File: config.mk
export PLATFORM = sky130hd
export DESIGN_NAME = ulnp_port
export DESIGN_NICKNAME = d
export VERILOG_FILES = /design/src/rtl/ulnp_pkg.sv /design/src/rtl/ulnp_fifo.sv /design/src/rtl/ulnp_map_table.sv /design/src/rtl/ulnp_sys_arb.sv /design/src/rtl/ulnp_port.sv
export SDC_FILE = /design/constraint.sdc
export NUM_CORES = 1
export LEC_CHECK = 0
export BUFFER_PORTS_ARGS = -buffer_cell sky130_fd_sc_hd__buf_2
export CAP_MARGIN = 20
export CORE_MARGIN = 2
export CORE_UTILIZATION = 45
export CTS_CLUSTER_SIZE = 8
export DETAILED_ROUTE_END_ITERATION = 6
export PLACE_DENSITY_LB_ADDON = 0.08
export REMOVE_ABC_BUFFERS = 1
export SYNTH_ARGS = -nofsm -noshare
export SYNTH_HDL_FRONTEND = slang
export SYNTH_SLANG_ARGS = --single-unit
export TNS_END_PERCENT = 50
File: constraint.sdc
create_clock -name clk -period 4.45 [get_ports clk]
set_clock_uncertainty 0.15 [all_clocks]
set_input_delay 0 -clock clk [delete_from_list [all_inputs] [get_ports clk]]
set_output_delay 0 -clock clk [all_outputs]
set_load 0.005 [all_outputs]
File: src/rtl/ulnp_pkg.sv
`timescale 1ns/1ps
package ulnp_pkg;
    localparam int NET_CNT = 3;
    localparam int NET_W   = 2;
    localparam int TAG_W   = 3;
    localparam int NODE_W  = 4;
    localparam int DATA_W  = 16;
    localparam int MAP_N   = 1 << TAG_W;

    typedef struct packed {
        logic              valid;
        logic              sys_only;
        logic [NODE_W-1:0] node;
    } map_ent_t;

    typedef struct packed {
        logic              sys;
        logic [TAG_W-1:0]  tag;
        logic [NODE_W-1:0] dest;
        logic [DATA_W-1:0] data;
    } tx_env_t;

    typedef struct packed {
        logic [TAG_W-1:0]  tag;
        logic [DATA_W-1:0] data;
    } rx_msg_t;

    typedef struct packed {
        logic [NET_W-1:0]  net;
        logic [TAG_W-1:0]  tag;
        logic [DATA_W-1:0] data;
    } sys_msg_t;

    typedef enum logic [1:0] {
        SND_IDLE = 2'b00,
        SND_OK   = 2'b01,
        SND_BUSY = 2'b10,
        SND_DENY = 2'b11
    } snd_stat_e;

    function automatic logic tag_permitted(map_ent_t ent, logic priv);
        return ent.valid && (priv || !ent.sys_only);
    endfunction
endpackage

File: src/rtl/ulnp_fifo.sv
`timescale 1ns/1ps
module ulnp_fifo #(
    parameter int WIDTH = 8,
    parameter int DEPTH = 4
) (
    input  logic             clk,
    input  logic             rst,
    input  logic             push,
    input  logic [WIDTH-1:0] din,
    input  logic             pop,
    output logic [WIDTH-1:0] dout,
    output logic             full,
    output logic             empty
);
    // DEPTH must be a power of two
    localparam int AW = (DEPTH > 1) ? $clog2(DEPTH) : 1;

    logic [WIDTH-1:0] mem [DEPTH];
    logic [AW:0]      wp, rp;
    logic             do_push, do_pop;

    assign full    = (wp[AW] != rp[AW]) && (wp[AW-1:0] == rp[AW-1:0]);
    assign empty   = (wp == rp);
    assign do_push = push && !full;
    assign do_pop  = pop && !empty;
    assign dout    = mem[rp[AW-1:0]];

    always_ff @(posedge clk) begin
        if (rst) begin
            wp <= '0;
            rp <= '0;
        end else begin
            if (do_push) wp <= wp + 1'b1;
            if (do_pop)  rp <= rp + 1'b1;
        end
    end

    always_ff @(posedge clk) begin
        if (do_push) mem[wp[AW-1:0]] <= din;
    end
endmodule

File: src/rtl/ulnp_map_table.sv
`timescale 1ns/1ps
module ulnp_map_table
    import ulnp_pkg::*;
#(
    parameter int ENTRIES = MAP_N
) (
    input  logic             clk,
    input  logic             rst,
    input  logic             wr_en,
    input  logic [TAG_W-1:0] wr_idx,
    input  map_ent_t         wr_ent,
    input  logic [TAG_W-1:0] rd_idx,
    output map_ent_t         rd_ent
);
    map_ent_t tbl [ENTRIES];

    always_ff @(posedge clk) begin
        if (rst) begin
            for (int k = 0; k < ENTRIES; k++) tbl[k] <= '0;
        end else if (wr_en) begin
            tbl[wr_idx] <= wr_ent;
        end
    end

    assign rd_ent = tbl[rd_idx];
endmodule

File: src/rtl/ulnp_sys_arb.sv
`timescale 1ns/1ps
module ulnp_sys_arb
    import ulnp_pkg::*;
#(
    parameter int N = NET_CNT
) (
    input  logic [N-1:0]     req,
    output logic [N-1:0]     grant,
    output logic [NET_W-1:0] idx
);
    // lowest index wins: scan downward, last hit is kept
    always_comb begin
        grant = '0;
        idx   = '0;
        for (int i = N - 1; i >= 0; i--) begin
            if (req[i]) begin
                grant    = '0;
                grant[i] = 1'b1;
                idx      = NET_W'(i);
            end
        end
    end
endmodule

File: src/rtl/ulnp_port.sv
`timescale 1ns/1ps
module ulnp_port
    import ulnp_pkg::*;
#(
    parameter int NETS      = NET_CNT,
    parameter int TX_DEPTH  = 4,
    parameter int RX_DEPTH  = 4,
    parameter int SYS_DEPTH = 2
) (
    input  logic                     clk,
    input  logic                     rst,
    input  logic                     priv_mode,
    input  logic                     map_wr,
    input  logic [TAG_W-1:0]         map_idx,
    input  logic [NODE_W-1:0]        map_node,
    input  logic                     map_valid,
    input  logic                     map_sys_only,
    input  logic                     snd_req,
    input  logic [NET_W-1:0]         snd_net,
    input  logic [TAG_W-1:0]         snd_tag,
    input  logic [DATA_W-1:0]        snd_data,
    output logic [1:0]               snd_stat,
    output logic                     err_flag,
    input  logic                     err_clr,
    output logic [NETS-1:0]          tx_valid,
    input  logic [NETS-1:0]          tx_ready,
    output logic [NETS-1:0]          tx_sys,
    output logic [NETS*TAG_W-1:0]    tx_tag,
    output logic [NETS*NODE_W-1:0]   tx_dest,
    output logic [NETS*DATA_W-1:0]   tx_data,
    input  logic [NETS-1:0]          rx_valid,
    output logic [NETS-1:0]          rx_ready,
    input  logic [NETS-1:0]          rx_sys,
    input  logic [NETS*TAG_W-1:0]    rx_tag,
    input  logic [NETS*DATA_W-1:0]   rx_data,
    input  logic [NETS-1:0]          usr_rd,
    output logic [NETS-1:0]          usr_avail,
    output logic [NETS*TAG_W-1:0]    usr_tag,
    output logic [NETS*DATA_W-1:0]   usr_data,
    input  logic                     sys_rd,
    output logic                     sys_irq,
    output logic [NET_W-1:0]         sys_net,
    output logic [TAG_W-1:0]         sys_tag,
    output logic [DATA_W-1:0]        sys_data
);
    localparam int ENV_W = $bits(tx_env_t);
    localparam int RXM_W = $bits(rx_msg_t);
    localparam int SYS_W = $bits(sys_msg_t);

    // ---------------- mapping table ----------------
    map_ent_t wr_ent, look;
    assign wr_ent = '{valid: map_valid, sys_only: map_sys_only, node: map_node};

    ulnp_map_table #(.ENTRIES(MAP_N)) u_map (
        .clk    (clk),
        .rst    (rst),
        .wr_en  (map_wr && priv_mode),
        .wr_idx (map_idx),
        .wr_ent (wr_ent),
        .rd_idx (snd_tag),
        .rd_ent (look)
    );

    // ---------------- send path ----------------
    logic [NETS-1:0] tx_full, tx_push;
    logic            net_ok, allowed, sel_full;
    tx_env_t         env;
    snd_stat_e       stat_nxt, stat_q;
    logic            err_q;

    assign net_ok  = int'(snd_net) < NETS;
    assign allowed = net_ok && tag_permitted(look, priv_mode);
    assign env     = '{sys: priv_mode, tag: snd_tag, dest: look.node, data: snd_data};

    always_comb begin
        sel_full = 1'b0;
        for (int i = 0; i < NETS; i++)
            if (snd_net == NET_W'(i)) sel_full = tx_full[i];
    end

    always_comb begin
        if (!snd_req)      stat_nxt = SND_IDLE;
        else if (!allowed) stat_nxt = SND_DENY;
        else if (sel_full) stat_nxt = SND_BUSY;
        else               stat_nxt = SND_OK;
    end

    always_ff @(posedge clk) begin
        if (rst) begin
            stat_q <= SND_IDLE;
            err_q  <= 1'b0;
        end else begin
            stat_q <= stat_nxt;
            if (stat_nxt == SND_DENY)       err_q <= 1'b1;
            else if (err_clr && priv_mode)  err_q <= 1'b0;
        end
    end

    assign snd_stat = stat_q;
    assign err_flag = err_q;

    // ---------------- system receive arbitration ----------------
    logic [NETS-1:0]  sys_req, sys_grant;
    logic [NET_W-1:0] sys_idx;
    logic             sys_full, sys_empty, sys_push;
    sys_msg_t         sys_din, sys_head;

    assign sys_req = rx_valid & rx_sys;

    ulnp_sys_arb #(.N(NETS)) u_arb (
        .req   (sys_req),
        .grant (sys_grant),
        .idx   (sys_idx)
    );

    always_comb begin
        sys_din = '0;
        for (int i = 0; i < NETS; i++) begin
            if (sys_grant[i]) begin
                sys_din.net  = sys_idx;
                sys_din.tag  = rx_tag[i*TAG_W +: TAG_W];
                sys_din.data = rx_data[i*DATA_W +: DATA_W];
            end
        end
    end

    assign sys_push = |sys_req;

    ulnp_fifo #(.WIDTH(SYS_W), .DEPTH(SYS_DEPTH)) u_sys_q (
        .clk   (clk),
        .rst   (rst),
        .push  (sys_push),
        .din   (sys_din),
        .pop   (sys_rd),
        .dout  (sys_head),
        .full  (sys_full),
        .empty (sys_empty)
    );

    assign sys_irq  = !sys_empty;
    assign sys_net  = sys_head.net;
    assign sys_tag  = sys_head.tag;
    assign sys_data = sys_head.data;

    // ---------------- per-network queues ----------------
    for (genvar g = 0; g < NETS; g++) begin : g_net
        tx_env_t tx_head;
        rx_msg_t rx_din, rx_head;
        logic    tx_empty, usr_full, usr_empty;

        assign tx_push[g] = snd_req && allowed && (snd_net == NET_W'(g)) && !tx_full[g];

        ulnp_fifo #(.WIDTH(ENV_W), .DEPTH(TX_DEPTH)) u_tx_q (
            .clk   (clk),
            .rst   (rst),
            .push  (tx_push[g]),
            .din   (env),
            .pop   (tx_ready[g]),
            .dout  (tx_head),
            .full  (tx_full[g]),
            .empty (tx_empty)
        );

        assign tx_valid[g]                     = !tx_empty;
        assign tx_sys[g]                       = tx_head.sys;
        assign tx_tag[g*TAG_W +: TAG_W]        = tx_head.tag;
        assign tx_dest[g*NODE_W +: NODE_W]     = tx_head.dest;
        assign tx_data[g*DATA_W +: DATA_W]     = tx_head.data;

        assign rx_din = '{tag: rx_tag[g*TAG_W +: TAG_W], data: rx_data[g*DATA_W +: DATA_W]};

        ulnp_fifo #(.WIDTH(RXM_W), .DEPTH(RX_DEPTH)) u_usr_q (
            .clk   (clk),
            .rst   (rst),
            .push  (rx_valid[g] && !rx_sys[g]),
            .din   (rx_din),
            .pop   (usr_rd[g]),
            .dout  (rx_head),
            .full  (usr_full),
            .empty (usr_empty)
        );

        assign rx_ready[g]                 = rx_sys[g] ? (sys_grant[g] && !sys_full) : !usr_full;
        assign usr_avail[g]                = !usr_empty;
        assign usr_tag[g*TAG_W +: TAG_W]   = rx_head.tag;
        assign usr_data[g*DATA_W +: DATA_W] = rx_head.data;
    end
endmodule

# Word level (Yosys, flattened, before mapping)

Memories as Yosys holds them, arrays and structs flattened. A register that Yosys moved wholly into a read port is not among the register bits.
Index checks and enable logic that the tools add are counted.

Register bits: 43
RAM bits: 606
Bits of input ports: 106
Output and inout bits: 163
Word-level logic and storage cells: 181
Memories kept: 8

Memories:

| memory               | depth | bits a word | read ports | clocked after memory_dff | write ports | line            | RTL |
|---|---|---|---|---|---|---|---|
| g_net[0].u_tx_q.mem  | 4     | 24          | 1          | 1                        | 1           | ulnp_fifo.sv:18 | `logic [WIDTH-1:0] mem [DEPTH];` |
| g_net[1].u_tx_q.mem  | 4     | 24          | 1          | 1                        | 1           | ulnp_fifo.sv:18 |  |
| g_net[2].u_tx_q.mem  | 4     | 24          | 1          | 1                        | 1           | ulnp_fifo.sv:18 |  |
| g_net[0].u_usr_q.mem | 4     | 19          | 1          | 1                        | 1           | ulnp_fifo.sv:18 |  |
| g_net[1].u_usr_q.mem | 4     | 19          | 1          | 1                        | 1           | ulnp_fifo.sv:18 |  |
| g_net[2].u_usr_q.mem | 4     | 19          | 1          | 1                        | 1           | ulnp_fifo.sv:18 |  |
| 2 more memories      | -     | -           | -          | -                        | -           | -               |  |

$add $sub $neg: 14
Order comparisons: 1
Equal/unequal tests: 24
Muxes and demuxes: 56
Bitwise logic cells: 1
Reductions and logical operators: 61

Operator list:

| kind                                           | number |
|---|---|
| two-way mux 21 bit                             | 3 |
| logical AND 1 bit                              | 38 |
| adder 3 x 1 -> 3 bit (second input constant)   | 12 |
| two-way mux 2 bit                              | 18 |
| two-way mux 1 bit                              | 30 |
| == test 3 bit                                  | 6 |
| zero test 1 bit                                | 18 |
| == test 2 bit                                  | 7 |
| two-way mux 3 bit                              | 4 |
| inequality test 1 bit                          | 7 |
| two-way mux 6 bit                              | 1 |
| OR reduction 6 bit                             | 1 |
| adder 2 x 1 -> 2 bit (second input constant)   | 2 |
| == test 2 bit (second input constant)          | 2 |
| bitwise AND 3 bit                              | 1 |
| OR reduction 3 bit                             | 1 |
| == test 2 x 1 -> 1 bit (second input constant) | 1 |
| zero test 2 bit                                | 1 |
| < comparator 2 bit (second input constant)     | 1 |
| nonzero test 2 bit                             | 1 |
| == test 1 bit                                  | 1 |
| logical OR 1 bit                               | 1 |

# Depth between registers and ports, before layout

An unclocked memory read counts as a cell.

Depth after elaboration: 11
Depth in mapped cells: 8
Depth with buffers taken out: 5

# Hierarchy

Synthesis repeated with hierarchy kept, for this count alone.

Cells, all modules: 1450
Area total of the unflattened synthesis: 26830.7 um^2

Modules (own cells, without submodules):

| module                            | times used | cells each | area each (um^2) | sequential area each (um^2) |
|---|---|---|---|---|
| ulnp_fifo at g_net[0].u_tx_q ...  | 3          | 194        | 4038.9           | 3042.9 |
| ulnp_fifo at g_net[0].u_usr_q ... | 3          | 167        | 3313.2           | 2442.3 |
| ulnp_map_table                    | 1          | 147        | 2245.9           | 1441.4 |
| ulnp_fifo at u_sys_q              | 1          | 98         | 1791.7           | 1361.3 |
| ulnp_port                         | 1          | 117        | 695.7            | 60.1 |
| ulnp_sys_arb                      | 1          | 5          | 41.3             | 0.0 |

# Least setup slack after synthesis

No wires, ideal clock.

Path type: register to register
From: mem u_map.tbl[5][4] (netlist name)
To: reg g_net[1].u_tx_q.wp[2]
Setup time: 121 ps
Arrival time: 3803 ps
Required time: 4179 ps
Slack: 376 ps
Stages on the path, launching flop included: 7
Path buffers: 1
Clock period less this slack: 4074 ps
Path through: edfxtp_1 mux4_2 o2bb2ai_1 or4_1 buf_2 nor3_1 mux2_2

Longest elaborated chain between the ends: 9

Ends and longest elaborated chain:

| item                            | line                 | RTL |
|---|---|---|
| start: declaration              | ulnp_map_table.sv:15 | `map_ent_t tbl [ENTRIES];` |
| memory (8 x 6 bit)              | -                    |  |
| zero test 1 bit                 | ulnp_pkg.sv:42       | `return ent.valid && (priv \|\| !ent.sys_only);` |
| logical OR 1 bit                | ulnp_pkg.sv:42       |  |
| logical AND 1 bit               | ulnp_pkg.sv:42       |  |
| logical AND 1 bit               | ulnp_port.sv:72      | `assign allowed = net_ok && tag_permitted(look, priv_mode);` |
| logical AND 1 bit (3 in series) | ulnp_port.sv:151     | `assign tx_push[g] = snd_req && allowed && (snd_net == NET_W'(g)) && !tx_full[g];` |
| logical AND 1 bit               | ulnp_fifo.sv:24      | `assign do_push = push && !full;` |
| end signal: assignment          | ulnp_fifo.sv:33      | `if (do_push) wp <= wp + 1'b1;` |
| end: declaration                | ulnp_fifo.sv:19      | `logic [AW:0] wp, rp;` |

Every way passes these cells.
A chain may end at the register's enable or synchronous reset.

# Worst setup path in the final report

From: mem u_map.tbl[5][4] (netlist name)
To: mem g_net[1].u_tx_q.mem[2][4] (netlist name), enable pin

Longest elaborated chain between the ends: 11

Ends and longest elaborated chain:

| item                                    | line             | RTL |
|---|---|---|
| memory (8 x 6 bit)                      | -                |  |
| zero test 1 bit                         | ulnp_pkg.sv:42   |  |
| logical OR 1 bit                        | ulnp_pkg.sv:42   |  |
| logical AND 1 bit                       | ulnp_pkg.sv:42   |  |
| logical AND 1 bit                       | ulnp_port.sv:72  |  |
| logical AND 1 bit (3 in series)         | ulnp_port.sv:151 |  |
| logical AND 1 bit                       | ulnp_fifo.sv:24  |  |
| two-way mux 1 bit                       | ulnp_fifo.sv:39  | `if (do_push) mem[wp[AW-1:0]] <= din;` |
| two-way mux 1 bit (not written as such) | ulnp_fifo.sv:39  |  |
| end: declaration                        | ulnp_fifo.sv:18  |  |

Every way passes these cells.

==> flow_summary.json <==
{
  "outcome": "finished clean",
  "met3_length_um": 3750,
  "place_congestion": 0.756,
  "worst-endpoint-arrival_ns": 3.34,
  "setup_violations_final": 0,
  "overflow": 0,
  "wirelength_um": 60200,
  "cp.depth": 6,
  "yosys-top-cells-count": "606 x sky130_fd_sc_hd__edfxtp_1, 139 x sky130_fd_sc_hd__mux4_2, 72 x sky130_fd_sc_hd__and2_1",
  "cp.required_ns": 4.56,
  "syn-mean-instance-area_um2": 20.2,
  "wirelength_met1_um": 25600,
  "critical_path.cell_chain": "mux4_2 -> o2bb2ai_1 -> or4_1 -> nor2_1 -> and2_1 -> buf_4",
  "tritoncts_sink_count": 662,
  "period_minus_slack_ns": 3.23,
  "yosysMostFrequentCell": "sky130_fd_sc_hd__edfxtp_1",
  "area.growth.synth_to_final_pct": 25.2,
  "power.leakage_nw": 11.1,
  "crit_path_top_delay_cell": "sky130_fd_sc_hd__or4_1",
  "route.met2.wl_um": 29400,
  "cts_root_buffer": "sky130_fd_sc_hd__clkbuf_16",
  "final_core_utilization_pct": 56.7,
  "vias_per_cell": 5.27,
  "vdd.ir_drop.worst_mv": 0.313,
  "crit_family": "simple AND/OR/NAND/NOR gates",
  "ys.warnings.count": 0,
  "grt_start_max_net_pins": 65,
  "hold_violations_final": 0,
  "yosysTopAreaCellShare_pct": 71.5,
  "fp.coreArea_um2": 56200,
  "reg2reg_depth": 6,
  "worstHoldPathType": "input port to register",
  "final_antenna_net_count": 0,
  "clock_insertion_delay_worst_skew_ns": 0.63,
  "post-place-ws_ns": 1.21,
  "cp-start-kind": "register",
  "grt_first_pass_wirelength_um": 89500,
  "final_layout_size_suffix_gt1_share_pct": 33.0,
  "detailed_place.area_um2": 27800,
  "tightest_slew_ns": 1.10,
  "synth_area_leader_cell": "sky130_fd_sc_hd__edfxtp_1",
  "post_synth_instance_area_um2": 25400,
  "rsz_0062_raised_after_global_routing": "false",
  "number_of_standard_cell_rows_in_the_floorplan": 87,
  "synth.distinct_cells": 43,
  "drc": 0,
  "first_global_vias": 14100,
  "routedWlPerCell_um": 23.7,
  "worst_path_maximum_fanout": 24,
  "critPathKind": "register to register",
  "antenna_found_initial": 1,
  "hold-path-cell-count": 2,
  "first_iter_violations": 895,
  "grt_usage_pct": 20.8,
  "yosys-top-cells-area": "sky130_fd_sc_hd__edfxtp_1 72%, sky130_fd_sc_hd__mux4_2 12%, sky130_fd_sc_hd__dfxtp_1 4.4%, sky130_fd_sc_hd__and2_1 1.8%, sky130_fd_sc_hd__ha_1 1.5%",
  "final.setup.tns_ns": 0,
  "clk_transition_reported_paths_ns": 0.05,
  "finish.net_count": 1873,
  "synth-seq-area-share_pct": 76.0,
  "dieWidth_um": 242,
  "synthesis.instances": 1259,
  "cts.path.max_buffers": 3,
  "first_pass_iters": 7,
  "routed.top_layer": "met5",
  "io_buffers": 268,
  "cp.buffers_inverters": 1,
  "io_pins": 269,
  "setup_ws_ns": 1.22,
  "clock.fmax_ghz": 0.310,
  "power_density_relative_to_cell_area_nw_per_um2": 471,
  "final_cell_area_um2": 31800,
  "post-dp-hpwl_um": 38500,
  "final_cycle_utilization_of_the_critical_path_pct": 72.5,
  "routed-via-count": 13400,
  "total_power_w": 0.0150,
  "relSlewSlack_pct": 26.6,
  "async_reset_ff_share_pct": 0,
  "maximum_capacitance_violations": 0,
  "floorplan.initialDensity_pct": 45.3,
  "floorplan.die_area_um2": 58400,
  "number_of_flops_mapped_to_enable_cells_by_yosys": 606,
  "synth.ff_latch_count": 662,
  "cts_tree": "done",
  "cpPeakStageDelay_ns": 0.84,
  "tritoncts_buffers": 92,
  "final-max-slew-violation-count": 0,
  "htree_levels": 3,
  "setup.worst_path.end_class": "register",
  "die_y_um": 242,
  "synth-main-ff-cell": "sky130_fd_sc_hd__edfxtp_1"
}
==> sequential cells by signal, indices dropped and copies added, names as in the netlist, named ones only <==
register	count
g_net.u_tx_q.rp	9
g_net.u_usr_q.wp	9
u_sys_q.rp	2
g_net.u_tx_q.mem	288
g_net.u_usr_q.mem	228
u_sys_q.mem	42
snd_stat	2
u_sys_q.wp	2
err_flag	1
g_net.u_tx_q.wp	9
u_map.tbl	48
g_net.u_usr_q.rp	9
==> power breakdown <==
group	switching, W	internal [W]
logic	0.000814	0.000729
clock network	0.00248	0.00380
registers	0.000113	0.00707
==> area by class of cell <==
| class | instances | area (µm²) |
|---|---|---|
| multi-input combinational | 508 | 5790 |
| fill | 4448 | 24300 |
| clock inverter | 7 | 105 |
| antenna | 1 | 2.50 |
| sequential | 662 | 19300 |
| inverter | 39 | 146 |
| tap | 756 | 946 |
| clock buffer | 134 | 2470 |
| timing repair buffer | 434 | 3060 |
==> through the flow <==
step / hold WS, ns / std cells
finish: 0.0368 / 2541
global route: 0.0271 / 2540
CTS: 0.00371 / 2534
detailed placement: 0.0882 / 2262
global placement: 0.0831 / 2260
floorplan: -0.0967 / 1209
==> per-layer routing <==
layer / up-vias / track usage, %
met5: - / 0
met4: 2 / 7.24
met3: 98 / 4.64
met2: 413 / 33.4
met1: 6883 / 28.2
li1: 6006 / -
==> final timing paths <==
kind                    startpoint                          to  slack (ns)
max                u_map.tbl[5][4]   g_net[1].u_tx_q.mem[2][4]        1.22
min                    rx_data[38]  g_net[2].u_usr_q.mem[2][6]        0.04
max reg2reg        u_map.tbl[5][4]   g_net[1].u_tx_q.mem[2][4]        1.22
min reg2reg  g_net[0].u_tx_q.wp[2]       g_net[0].u_tx_q.wp[2]        0.35
==> cell usage in the layout, fill, tap and decap left out, types with 4 or more instances in the layout <==
cell type / n
sky130_fd_sc_hd__dlygate4sd3_1: 131
sky130_fd_sc_hd__inv_6: 4
sky130_fd_sc_hd__mux4_2: 139
sky130_fd_sc_hd__nand2_1: 23
sky130_fd_sc_hd__a222oi_1: 20
sky130_fd_sc_hd__buf_4: 27
sky130_fd_sc_hd__a21oi_1: 13
sky130_fd_sc_hd__nand3_1: 17
sky130_fd_sc_hd__nor2_1: 55
sky130_fd_sc_hd__o22ai_1: 4
sky130_fd_sc_hd__mux2_2: 31
sky130_fd_sc_hd__or2_2: 8
sky130_fd_sc_hd__dfxtp_1: 53
sky130_fd_sc_hd__edfxtp_1: 606
sky130_fd_sc_hd__inv_1: 39
sky130_fd_sc_hd__clkbuf_16: 93
sky130_fd_sc_hd__xor2_1: 20
sky130_fd_sc_hd__nand3b_1: 8
sky130_fd_sc_hd__buf_2: 268
sky130_fd_sc_hd__ha_1: 30
sky130_fd_sc_hd__buf_16: 6
sky130_fd_sc_hd__clkbuf_1: 41
sky130_fd_sc_hd__and2_1: 72
sky130_fd_sc_hd__xnor2_1: 23
==> what timing repair did <==
item	CTS	global route
hold endpoints to repair	650	0
hold buffers	131	0
buffers inserted	0	0
gates resized for setup	0	0
==> logic make-up (layout without fill, tap and decap cells) <==
group	after synthesis	in the layout	synth area share [%]
adder cells (fa/ha/maj)	30	30	1.48
other	0	1	0
AND/OR/NAND/NOR	210	210	4.39
AO/OA/AOI/OAI	54	54	1.63
XOR/XNOR	43	43	1.48
buffers and inverters	89	614	1.35
multiplexers	171	171	13.7
flip-flops	662	662	76.0
Note: power is estimated with default switching activity, not from simulation.
